$ cat src/rtl/rt_pkg.sv
package rt_pkg;

    typedef enum logic [1:0] {
        ST_IDLE   = 2'd0,
        ST_SHIFT  = 2'd1,
        ST_ACCESS = 2'd2
    } rt_state_e;

endpackage

$ cat src/rtl/rt_track.sv
module rt_track #(
    parameter int NUM_BITS = 16
) (
    input  logic clk,
    input  logic rst_n,
    input  logic shift_en,
    input  logic shift_up,
    input  logic wr_en,
    input  logic wr_bit,
    output logic port_bit
);
    // Cells below and above the port hold bits moved away from it.
    localparam int LEN  = 2 * NUM_BITS - 1;
    localparam int PORT = NUM_BITS - 1;

    logic [LEN-1:0] cells_d, cells_q;

    always_comb begin
        cells_d = cells_q;
        if (shift_en) begin
            if (shift_up) cells_d = {1'b0, cells_q[LEN-1:1]};
            else          cells_d = {cells_q[LEN-2:0], 1'b0};
        end
        if (wr_en) cells_d[PORT] = wr_bit;
    end

    always_ff @(posedge clk) begin
        if (!rst_n) cells_q <= '0;
        else        cells_q <= cells_d;
    end

    assign port_bit = cells_q[PORT];

    AST_PORT_WRITE: assert property (@(posedge clk) disable iff (!rst_n)
        wr_en |=> port_bit == $past(wr_bit));

    AST_SHIFT_UP_CARRIES: assert property (@(posedge clk) disable iff (!rst_n)
        (shift_en && shift_up && !wr_en) |=> port_bit == $past(cells_q[PORT+1]));

    AST_SHIFT_DN_CARRIES: assert property (@(posedge clk) disable iff (!rst_n)
        (shift_en && !shift_up && !wr_en) |=> port_bit == $past(cells_q[PORT-1]));

endmodule

$ cat src/rtl/rt_ctrl.sv
module rt_ctrl
    import rt_pkg::*;
#(
    parameter int NUM_BITS = 16,
    parameter int WORD_W   = 8
) (
    input  logic                        clk,
    input  logic                        rst_n,
    input  logic                        req_valid,
    output logic                        req_ready,
    input  logic                        req_write,
    input  logic [$clog2(NUM_BITS)-1:0] req_addr,
    input  logic [WORD_W-1:0]           req_wdata,
    input  logic [WORD_W-1:0]           port_word,
    output logic                        shift_en,
    output logic                        shift_up,
    output logic                        wr_en,
    output logic [WORD_W-1:0]           wr_word,
    output logic                        rd_valid,
    output logic [WORD_W-1:0]           rd_data
);
    localparam int ADDR_W = $clog2(NUM_BITS);

    typedef struct packed {
        rt_state_e         st;
        logic [ADDR_W-1:0] offset;
        logic [ADDR_W-1:0] target;
        logic              write;
        logic [WORD_W-1:0] wdata;
        logic              rd_valid;
        logic [WORD_W-1:0] rd_data;
    } ctrl_t;

    ctrl_t ctrl_d, ctrl_q;
    logic  go_up;

    assign go_up = ctrl_q.target > ctrl_q.offset;

    always_comb begin
        ctrl_d          = ctrl_q;
        ctrl_d.rd_valid = 1'b0;
        unique case (ctrl_q.st)
            ST_IDLE: begin
                if (req_valid) begin
                    ctrl_d.target = req_addr;
                    ctrl_d.write  = req_write;
                    ctrl_d.wdata  = req_wdata;
                    ctrl_d.st     = (req_addr == ctrl_q.offset) ? ST_ACCESS : ST_SHIFT;
                end
            end
            ST_SHIFT: begin
                if (go_up) ctrl_d.offset = ctrl_q.offset + 1'b1;
                else       ctrl_d.offset = ctrl_q.offset - 1'b1;
                if (ctrl_d.offset == ctrl_q.target) ctrl_d.st = ST_ACCESS;
            end
            ST_ACCESS: begin
                if (!ctrl_q.write) begin
                    ctrl_d.rd_valid = 1'b1;
                    ctrl_d.rd_data  = port_word;
                end
                ctrl_d.st = ST_IDLE;
            end
            default: ctrl_d.st = ST_IDLE;
        endcase
    end

    always_ff @(posedge clk) begin
        if (!rst_n) begin
            ctrl_q.st       <= ST_IDLE;
            ctrl_q.offset   <= '0;
            ctrl_q.target   <= '0;
            ctrl_q.write    <= 1'b0;
            ctrl_q.wdata    <= '0;
            ctrl_q.rd_valid <= 1'b0;
            ctrl_q.rd_data  <= '0;
        end else begin
            ctrl_q <= ctrl_d;
        end
    end

    assign req_ready = (ctrl_q.st == ST_IDLE);
    assign shift_en  = (ctrl_q.st == ST_SHIFT);
    assign shift_up  = shift_en && go_up;
    assign wr_en     = (ctrl_q.st == ST_ACCESS) && ctrl_q.write;
    assign wr_word   = ctrl_q.wdata;
    assign rd_valid  = ctrl_q.rd_valid;
    assign rd_data   = ctrl_q.rd_data;

    AST_BUSY_AFTER_ACCEPT: assert property (@(posedge clk) disable iff (!rst_n)
        (req_valid && req_ready) |=> !req_ready);

    AST_NO_SHIFT_AT_TARGET: assert property (@(posedge clk) disable iff (!rst_n)
        shift_en |-> ctrl_q.offset != ctrl_q.target);

    AST_IDLE_HOLDS_OFFSET: assert property (@(posedge clk) disable iff (!rst_n)
        (req_ready && !req_valid) |=> $stable(ctrl_q.offset));

    AST_STEP_UP_ONE: assert property (@(posedge clk) disable iff (!rst_n)
        (shift_en && shift_up) |=> ctrl_q.offset == $past(ctrl_q.offset) + 1'b1);

    AST_STEP_DOWN_ONE: assert property (@(posedge clk) disable iff (!rst_n)
        (shift_en && !shift_up) |=> ctrl_q.offset == $past(ctrl_q.offset) - 1'b1);

    AST_RD_ONE_CYCLE: assert property (@(posedge clk) disable iff (!rst_n)
        rd_valid |=> !rd_valid);

    AST_RD_ONLY_AFTER_READ: assert property (@(posedge clk) disable iff (!rst_n)
        rd_valid |-> $past(ctrl_q.st == ST_ACCESS) && !$past(ctrl_q.write));

endmodule

$ cat src/rtl/racetrack_mem.sv
module racetrack_mem #(
    parameter int NUM_BITS = 16,
    parameter int WORD_W   = 8,
    parameter int ADDR_W   = $clog2(NUM_BITS)
) (
    input  logic              clk,
    input  logic              rst_n,
    input  logic              req_valid,
    output logic              req_ready,
    input  logic              req_write,
    input  logic [ADDR_W-1:0] req_addr,
    input  logic [WORD_W-1:0] req_wdata,
    output logic              rd_valid,
    output logic [WORD_W-1:0] rd_data,
    output logic              shift_active,
    output logic              shift_left
);
    logic              shift_en, shift_up, wr_en;
    logic [WORD_W-1:0] wr_word, port_word;

    rt_ctrl #(
        .NUM_BITS (NUM_BITS),
        .WORD_W   (WORD_W)
    ) ctrl_i (
        .clk       (clk),
        .rst_n     (rst_n),
        .req_valid (req_valid),
        .req_ready (req_ready),
        .req_write (req_write),
        .req_addr  (req_addr),
        .req_wdata (req_wdata),
        .port_word (port_word),
        .shift_en  (shift_en),
        .shift_up  (shift_up),
        .wr_en     (wr_en),
        .wr_word   (wr_word),
        .rd_valid  (rd_valid),
        .rd_data   (rd_data)
    );

    for (genvar t = 0; t < WORD_W; t++) begin : g_track
        rt_track #(
            .NUM_BITS (NUM_BITS)
        ) track_i (
            .clk      (clk),
            .rst_n    (rst_n),
            .shift_en (shift_en),
            .shift_up (shift_up),
            .wr_en    (wr_en),
            .wr_bit   (wr_word[t]),
            .port_bit (port_word[t])
        );
    end

    assign shift_active = shift_en;
    assign shift_left   = shift_up;

    AST_NO_WRITE_WHILE_SHIFT: assert property (@(posedge clk) disable iff (!rst_n)
        !(wr_en && shift_en));

    AST_DIR_ONLY_WHEN_SHIFT: assert property (@(posedge clk) disable iff (!rst_n)
        shift_left |-> shift_active);

endmodule

$ cat config.mk
export PLATFORM = sky130hd
export DESIGN_NAME = racetrack_mem
export DESIGN_NICKNAME = d
export VERILOG_FILES = /design/src/rtl/rt_pkg.sv /design/src/rtl/rt_track.sv /design/src/rtl/rt_ctrl.sv /design/src/rtl/racetrack_mem.sv
export SDC_FILE = /design/constraint.sdc
export NUM_CORES = 1
export LEC_CHECK = 0
export ABC_AREA = 1
export BUFFER_PORTS_ARGS = -buffer_cell sky130_fd_sc_hd__buf_4
export CORE_MARGIN = 2
export CORE_UTILIZATION = 45
export CTS_BUF_LIST = sky130_fd_sc_hd__clkbuf_2
export CTS_CLUSTER_SIZE = 28
export DETAILED_ROUTE_END_ITERATION = 8
export GPL_ROUTABILITY_DRIVEN = 1
export SKIP_CTS_REPAIR_TIMING = 1
export SLEW_MARGIN = 20
export SYNTH_ARGS = -nofsm -noshare
export SYNTH_HDL_FRONTEND = slang
export SYNTH_SLANG_ARGS = --single-unit
$ cat constraint.sdc
create_clock -name clk -period 3.1 [get_ports clk]
set_input_delay 0.62 -clock clk [delete_from_list [all_inputs] [get_ports clk]]
set_output_delay 0.62 -clock clk [all_outputs]
set_load 0.005 [all_outputs]
==> results.json, run 1 <==
{
  "status": "finished clean",
  "hold_class": "input pin to flip-flop",
  "power.total_mw": 9.10,
  "synth_top_area_share_pct": 46.7,
  "drt-total-wl_um": 26000,
  "vias": 10124,
  "grt_overflow": 0,
  "tightest_slew_ns": 0.646,
  "holdPathStages": 3,
  "fp.coreArea_sq_um": 25900,
  "synth_area_sq_um": 11800,
  "synth.top_cells.by_count": "331 x inv_1, 276 x dfxtp_1, 268 x nand2_1",
  "final_nets": 1592,
  "dp_slack_ns": 0.721,
  "firstDrtPassIters": 5,
  "dp_cells": 1821,
  "cts_root_buffer": "clkbuf_2",
  "start_util_pct": 45.6,
  "ff2ff_setup_slack_ns": 0.63,
  "h-tree-depth": 3,
  "worstReg2RegEnd": "ctrl_i.ctrl_q[26]",
  "max_freq_ghz": 0.339,
  "fin_ws_ns": 0.146,
  "syn_area_per_cell_sq_um": 7.62,
  "gr-usage-met1_pct": 25.6,
  "ys_ff_latch": 276,
  "drv_cap": 0,
  "grt_pass1_wl_um": 44900,
  "synthAdderAreaFrac_pct": 0.804,
  "grt_start_max_net_pins": 134,
  "synth_compound_area_share_pct": 24.6,
  "critPathKind": "flip-flop to output port",
  "post-dp-hpwl_um": 14700,
  "yosys.area.top_type": "dfxtp_1",
  "via_per_inst": 5.17,
  "cts_buffers": 76,
  "critPathArrivalTime_ns": 2.33,
  "gp_congestion": 0.803,
  "row_count": 59,
  "r2r.worst_path.cells": 14,
  "synth_top_family_by_area": "compound AO/OA/AOI/OAI gates",
  "synth-edff-count": 0,
  "finalSetupViolCount": 0,
  "synthTopCellsByArea": "dfxtp_1 47%, inv_1 11%, nand2_1 8.5%, o21ai_0 7.3%, a221oi_1 5.3%",
  "dpl_cell_area_sq_um": 12200,
  "grt_use_met2_pct": 29.9,
  "clk_latency_ns": 0.83,
  "cpMaxStageDelayCell": "dfxtp_1",
  "utilization_pct": 49.9,
  "finalMaxSlewViolations": 0,
  "finalInstanceArea_sq_um": 12900,
  "clock_path_buffers": 3,
  "synth_simple_gate_area_share_pct": 12.1,
  "holdPathEnd": "ctrl_i.wr_word[1]",
  "ant_nets": 0,
  "tritoncts_num_sinks": 276,
  "fin_crit_sh_pct": 95.3,
  "hold_violations": 0,
  "cts_tree": "built",
  "finalClockSkew_ns": 0.0715,
  "synth_flop_cell": "dfxtp_1",
  "ys_seq_area_share_pct": 46.7,
  "reg2reg_from": "ctrl_i.ctrl_q[24]",
  "slew_headroom_pct": 56.9,
  "syn2layout_area_growth_pct": 9.31,
  "min_period_ns": 2.95,
  "power_leakage_nw": 5.73,
  "synth.most_common_cell": "inv_1",
  "startpoint_type": "flip-flop",
  "synth.distinct_cells": 29,
  "finalNonFillerCells": 1960,
  "min_from": "req_wdata[1]",
  "die_y_um": 166,
  "crit_path_frequent_cell": "nand2_1",
  "setup-tns-final_ns": 0,
  "cp-end-kind": "output port",
  "ys_warn_count": 0,
  "ioPinCount": 28,
  "max_stage_delay_ns": 0.39,
  "wl_per_cell_um": 13.3,
  "drive_gt1_share_pct": 11.4,
  "drc": 0,
  "busiest_layer": "met2",
  "cp_max_fo": 11,
  "peakVddDrop_uv": 754,
  "synthMuxAreaShare_pct": 0,
  "cp_cell_sequence": "inv_1 -> ha_1 -> nand2_1 -> inv_1 -> nand2_1 -> nand2_1 -> nand2_4 -> nor2_4 -> buf_12 -> buf_4",
  "die_x_um": 166,
  "dieArea_sq_um": 27600,
  "met3_usage_pct": 3.60,
  "clk_pin_slew_worst_paths_ns": 0.10,
  "async_flop_share_pct": 0,
  "holdWs_ns": 0.0567,
  "syn_nets": 1575,
  "grt_antenna_before_repair": 1,
  "synthCells": 1552,
  "grt_pass1_vias": 9456,
  "track_usage_pct": 19.0,
  "drt_iter0_drc": 670,
  "powerDensity_nw_per_um2": 704,
  "synth_xor_area_share_pct": 0.444,
  "critPathRequiredTime_ns": 2.48,
  "port_buffers": 27
}
-- worst max path at each step --
| stage | startpoint | end | slack [ns] | cells past startpoint |
|---|---|---|---|---|
| 2_1_floorplan | ctrl_i.ctrl_q[25] | ctrl_i.ctrl_q[26] | 0.92 | 14 |
| 3_3_place_gp | ctrl_i.ctrl_q[23] | shift_left | 0.77 | 9 |
| 5_1_grt | ctrl_i.ctrl_q[23] | shift_left | -0.005 | 10 |
| 4_1_cts | ctrl_i.ctrl_q[23] | shift_left | -0.22 | 9 |
| 6_report | ctrl_i.ctrl_q[24] | shift_left | 0.15 | 10 |
| 3_5_place_dp | ctrl_i.ctrl_q[23] | ctrl_i.ctrl_q[26] | 0.72 | 19 |
-- where the power goes --
| part | internal [mW] | switching (mW) | total (mW) | leakage, nW |
|---|---|---|---|---|
| clock | 1.10 | 1.48 | 2.58 | 0.530 |
| combinational | 0.740 | 1.50 | 2.24 | 2.96 |
| sequential | 4.02 | 0.261 | 4.28 | 2.25 |
-- kinds of logic after synthesis --
group | after synthesis
compound gates | 440
simple gates | 371
fa+ha+maj | 7
flops | 276
buf+inv | 452
xor+xnor | 6
-- placed cells by master, fill, tap and decap left out, types with 8 or more instances in the layout --
master and instances:
dfxtp_1 274, buf_4 47, a211oi_1 26, nor2_1 89
buf_12 8, a221oi_1 72, clkbuf_2 107, nand2_1 268
o211ai_1 23, clkinv_1 17, o21ai_0 172, inv_1 331
o221ai_1 63, a21oi_1 41, o22ai_1 35, nand3_1 8
-- sequential cells by signal (all words and copies together), names as in the netlist --
register                 flops
ctrl_i.rd_data               8
ctrl_i.ctrl_q               11
g_track.track_i.cells_q    248
ctrl_i.wr_word               8
ctrl_i.rd_valid              1
-- metal layers --
layer  wire [um]  vias to the layer above
li1            -                     5167
met4         599                        0
met2       11400                      193
met3        1090                       50
met5           0                        -
met1       13000                     4714
-- critical path: cells and delay by family, from the launching register on --
| kind | cells | cell delay [ns] |
|---|---|---|
| flops | 1 | 0.39 |
| fa+ha+maj | 1 | 0.28 |
| buf+inv | 4 | 0.39 |
| simple gates | 5 | 0.46 |
-- layout make-up --
type | instances | area, sq um
sequential | 276 | 5530
antenna | 1 | 2.50
fill | 2618 | 13000
tap | 335 | 419
clock inverter | 26 | 156
clock buffer | 107 | 536
inverter | 335 | 1260
timing repair buffer | 56 | 524
multi-input combinational | 824 | 4500
Note: power is estimated with default switching activity, not from simulation.
==> run 2, diff against run 1 <==
==> constraint.sdc (replaced) <==
create_clock -name clk -period 3.1 [get_ports clk]
set_input_delay 0.31 -clock clk [delete_from_list [all_inputs] [get_ports clk]]
set_output_delay 0.31 -clock clk [all_outputs]
set_load 0.005 [all_outputs]
==> run 2 against run 1 <==
Register-to-register slack worse by 0.02 ns. Sequential power hardly changed. Wire length is 5.3% higher. Critical path type unchanged. Critical endpoint unchanged. Largest cell class unchanged. Highest routed layer unchanged.
==> results.json, run 2 (synthesis gave the netlist of run 1 again) <==
{
  "grt_overflow": 0,
  "critPathKind": "flip-flop to output port",
  "dpl_cell_area_sq_um": 12100,
  "seq_area_sq_um": 5530,
  "drive_gt1_share_pct": 10.4,
  "grt_pass1_vias": 9478,
  "clock_path_buffers": 3,
  "ant_nets": 0,
  "clk_latency_ns": 0.82,
  "ioPinCount": 28,
  "finalNonFillerCells": 1967,
  "utilization_pct": 50.3,
  "multi_input_area_sq_um": 4490,
  "dp_slack_ns": 0.625,
  "hold_class": "input pin to flip-flop",
  "finalSetupViolCount": 0,
  "powerDensity_nw_per_um2": 703,
  "finalInstanceArea_sq_um": 13000,
  "fin_ws_ns": 0.189,
  "row_count": 59,
  "final_cell_mix": "331 x inv_1, 276 x dfxtp_1, 268 x nand2_1, 172 x o21ai_0, 107 x clkbuf_2",
  "port_buffers": 27,
  "syn2layout_area_growth_pct": 10.3,
  "peakVddDrop_uv": 429,
  "drc": 0,
  "top_register": "g_track.track_i.cells_q",
  "nFillCells": 2584,
  "wl_per_cell_um": 13.9,
  "grt_antenna_before_repair": 1,
  "power_leakage_nw": 5.77,
  "die_y_um": 166,
  "finalMaxSlewViolations": 0,
  "cp_max_fo": 23,
  "drt_iter0_drc": 790,
  "tightest_slew_ns": 0.971,
  "drv_cap": 0,
  "vias": 10230,
  "slew_headroom_pct": 35.2,
  "cts_tree": "built",
  "fp.coreArea_sq_um": 25900,
  "final_common_cell": "inv_1",
  "rsz0062_at_grt": "no",
  "firstDrtPassIters": 5,
  "setup-tns-final_ns": 0,
  "grt_pass1_wl_um": 44600,
  "gp_congestion": 0.825,
  "max_freq_ghz": 0.344,
  "via_per_inst": 5.20,
  "post-dp-hpwl_um": 13700,
  "finalClockSkew_ns": 0.0579,
  "largest_reg_flops": 248,
  "fin_crit_sh_pct": 93.9,
  "die_x_um": 166,
  "startpoint_type": "flip-flop",
  "final_nets": 1599,
  "dp_cells": 1810,
  "track_usage_pct": 18.8,
  "critPathRequiredTime_ns": 2.79,
  "ff2ff_setup_slack_ns": 0.61,
  "critPathArrivalTime_ns": 2.60,
  "cts_root_buffer": "clkbuf_2",
  "status": "finished clean",
  "hold_violations": 0,
  "cts_buffers": 76,
  "largestRegisters": "g_track.track_i.cells_q x248, ctrl_i.ctrl_q x11",
  "min_period_ns": 2.91,
  "tritoncts_num_sinks": 276,
  "h-tree-depth": 3,
  "start_util_pct": 45.6,
  "drt-total-wl_um": 27400,
  "power.total_mw": 9.16,
  "cp-end-kind": "output port",
  "dieArea_sq_um": 27600,
  "clk_pin_slew_worst_paths_ns": 0.09,
  "grt_start_max_net_pins": 225,
  "holdWs_ns": 0.0957
}
run 2: cell type report:
| cell class | instances | share of cell area, % |
|---|---|---|
| Sequential cell | 276 | 42.4 |
| Multi-Input combinational cell | 824 | 34.4 |
| Inverter | 335 | 9.66 |
| Timing Repair Buffer | 63 | 5.02 |
| Clock buffer | 107 | 4.11 |
| Tap cell | 335 | 3.21 |
| Clock inverter | 26 | 1.19 |
| Antenna cell | 1 | 0.0192 |
run 2: final timing paths:
kind | cells past startpoint | to | from
setup / recovery | 10 | shift_left | ctrl_i.ctrl_q[23]
hold / removal | 4 | g_track[3].track_i.cells_q[3] | rst_n
setup reg to reg | 19 | ctrl_i.ctrl_q[26] | ctrl_i.ctrl_q[23]
hold reg to reg | 2 | g_track[4].track_i.cells_q[0] | g_track[4].track_i.cells_q[1]
run 2: worst max-delay path: stages, from the launching register on:
cell	delay [ns]
dfxtp_1	0.42
inv_1	0.11
ha_1	0.30
nand2_1	0.06
nand2_1	0.05
nand2_1	0.06
nand2_1	0.08
nand2_2	0.13
nor2_4	0.19
clkbuf_16	0.23
buf_4	0.14
run 2: routing by layer:
layer / track usage (%) / routed length, um / vias up / share of wire [%]
met1: 24.9 / 13300 / 4777 / 48
li1: - / - / 5183 / -
met4: 7.52 / 655 / 0 / 2.4
met5: 0 / 0 / - / 0
met3: 3.93 / 1300 / 50 / 4.7
met2: 29.9 / 12200 / 220 / 44
run 2: power breakdown:
group	total, mW	internal [mW]	switching, mW	leakage (nW)
Sequential	4.27	4.01	0.257	2.25
Combinational	2.32	0.751	1.57	2.99
Clock	2.58	1.10	1.48	0.528
Total	9.16	5.86	3.30	5.77
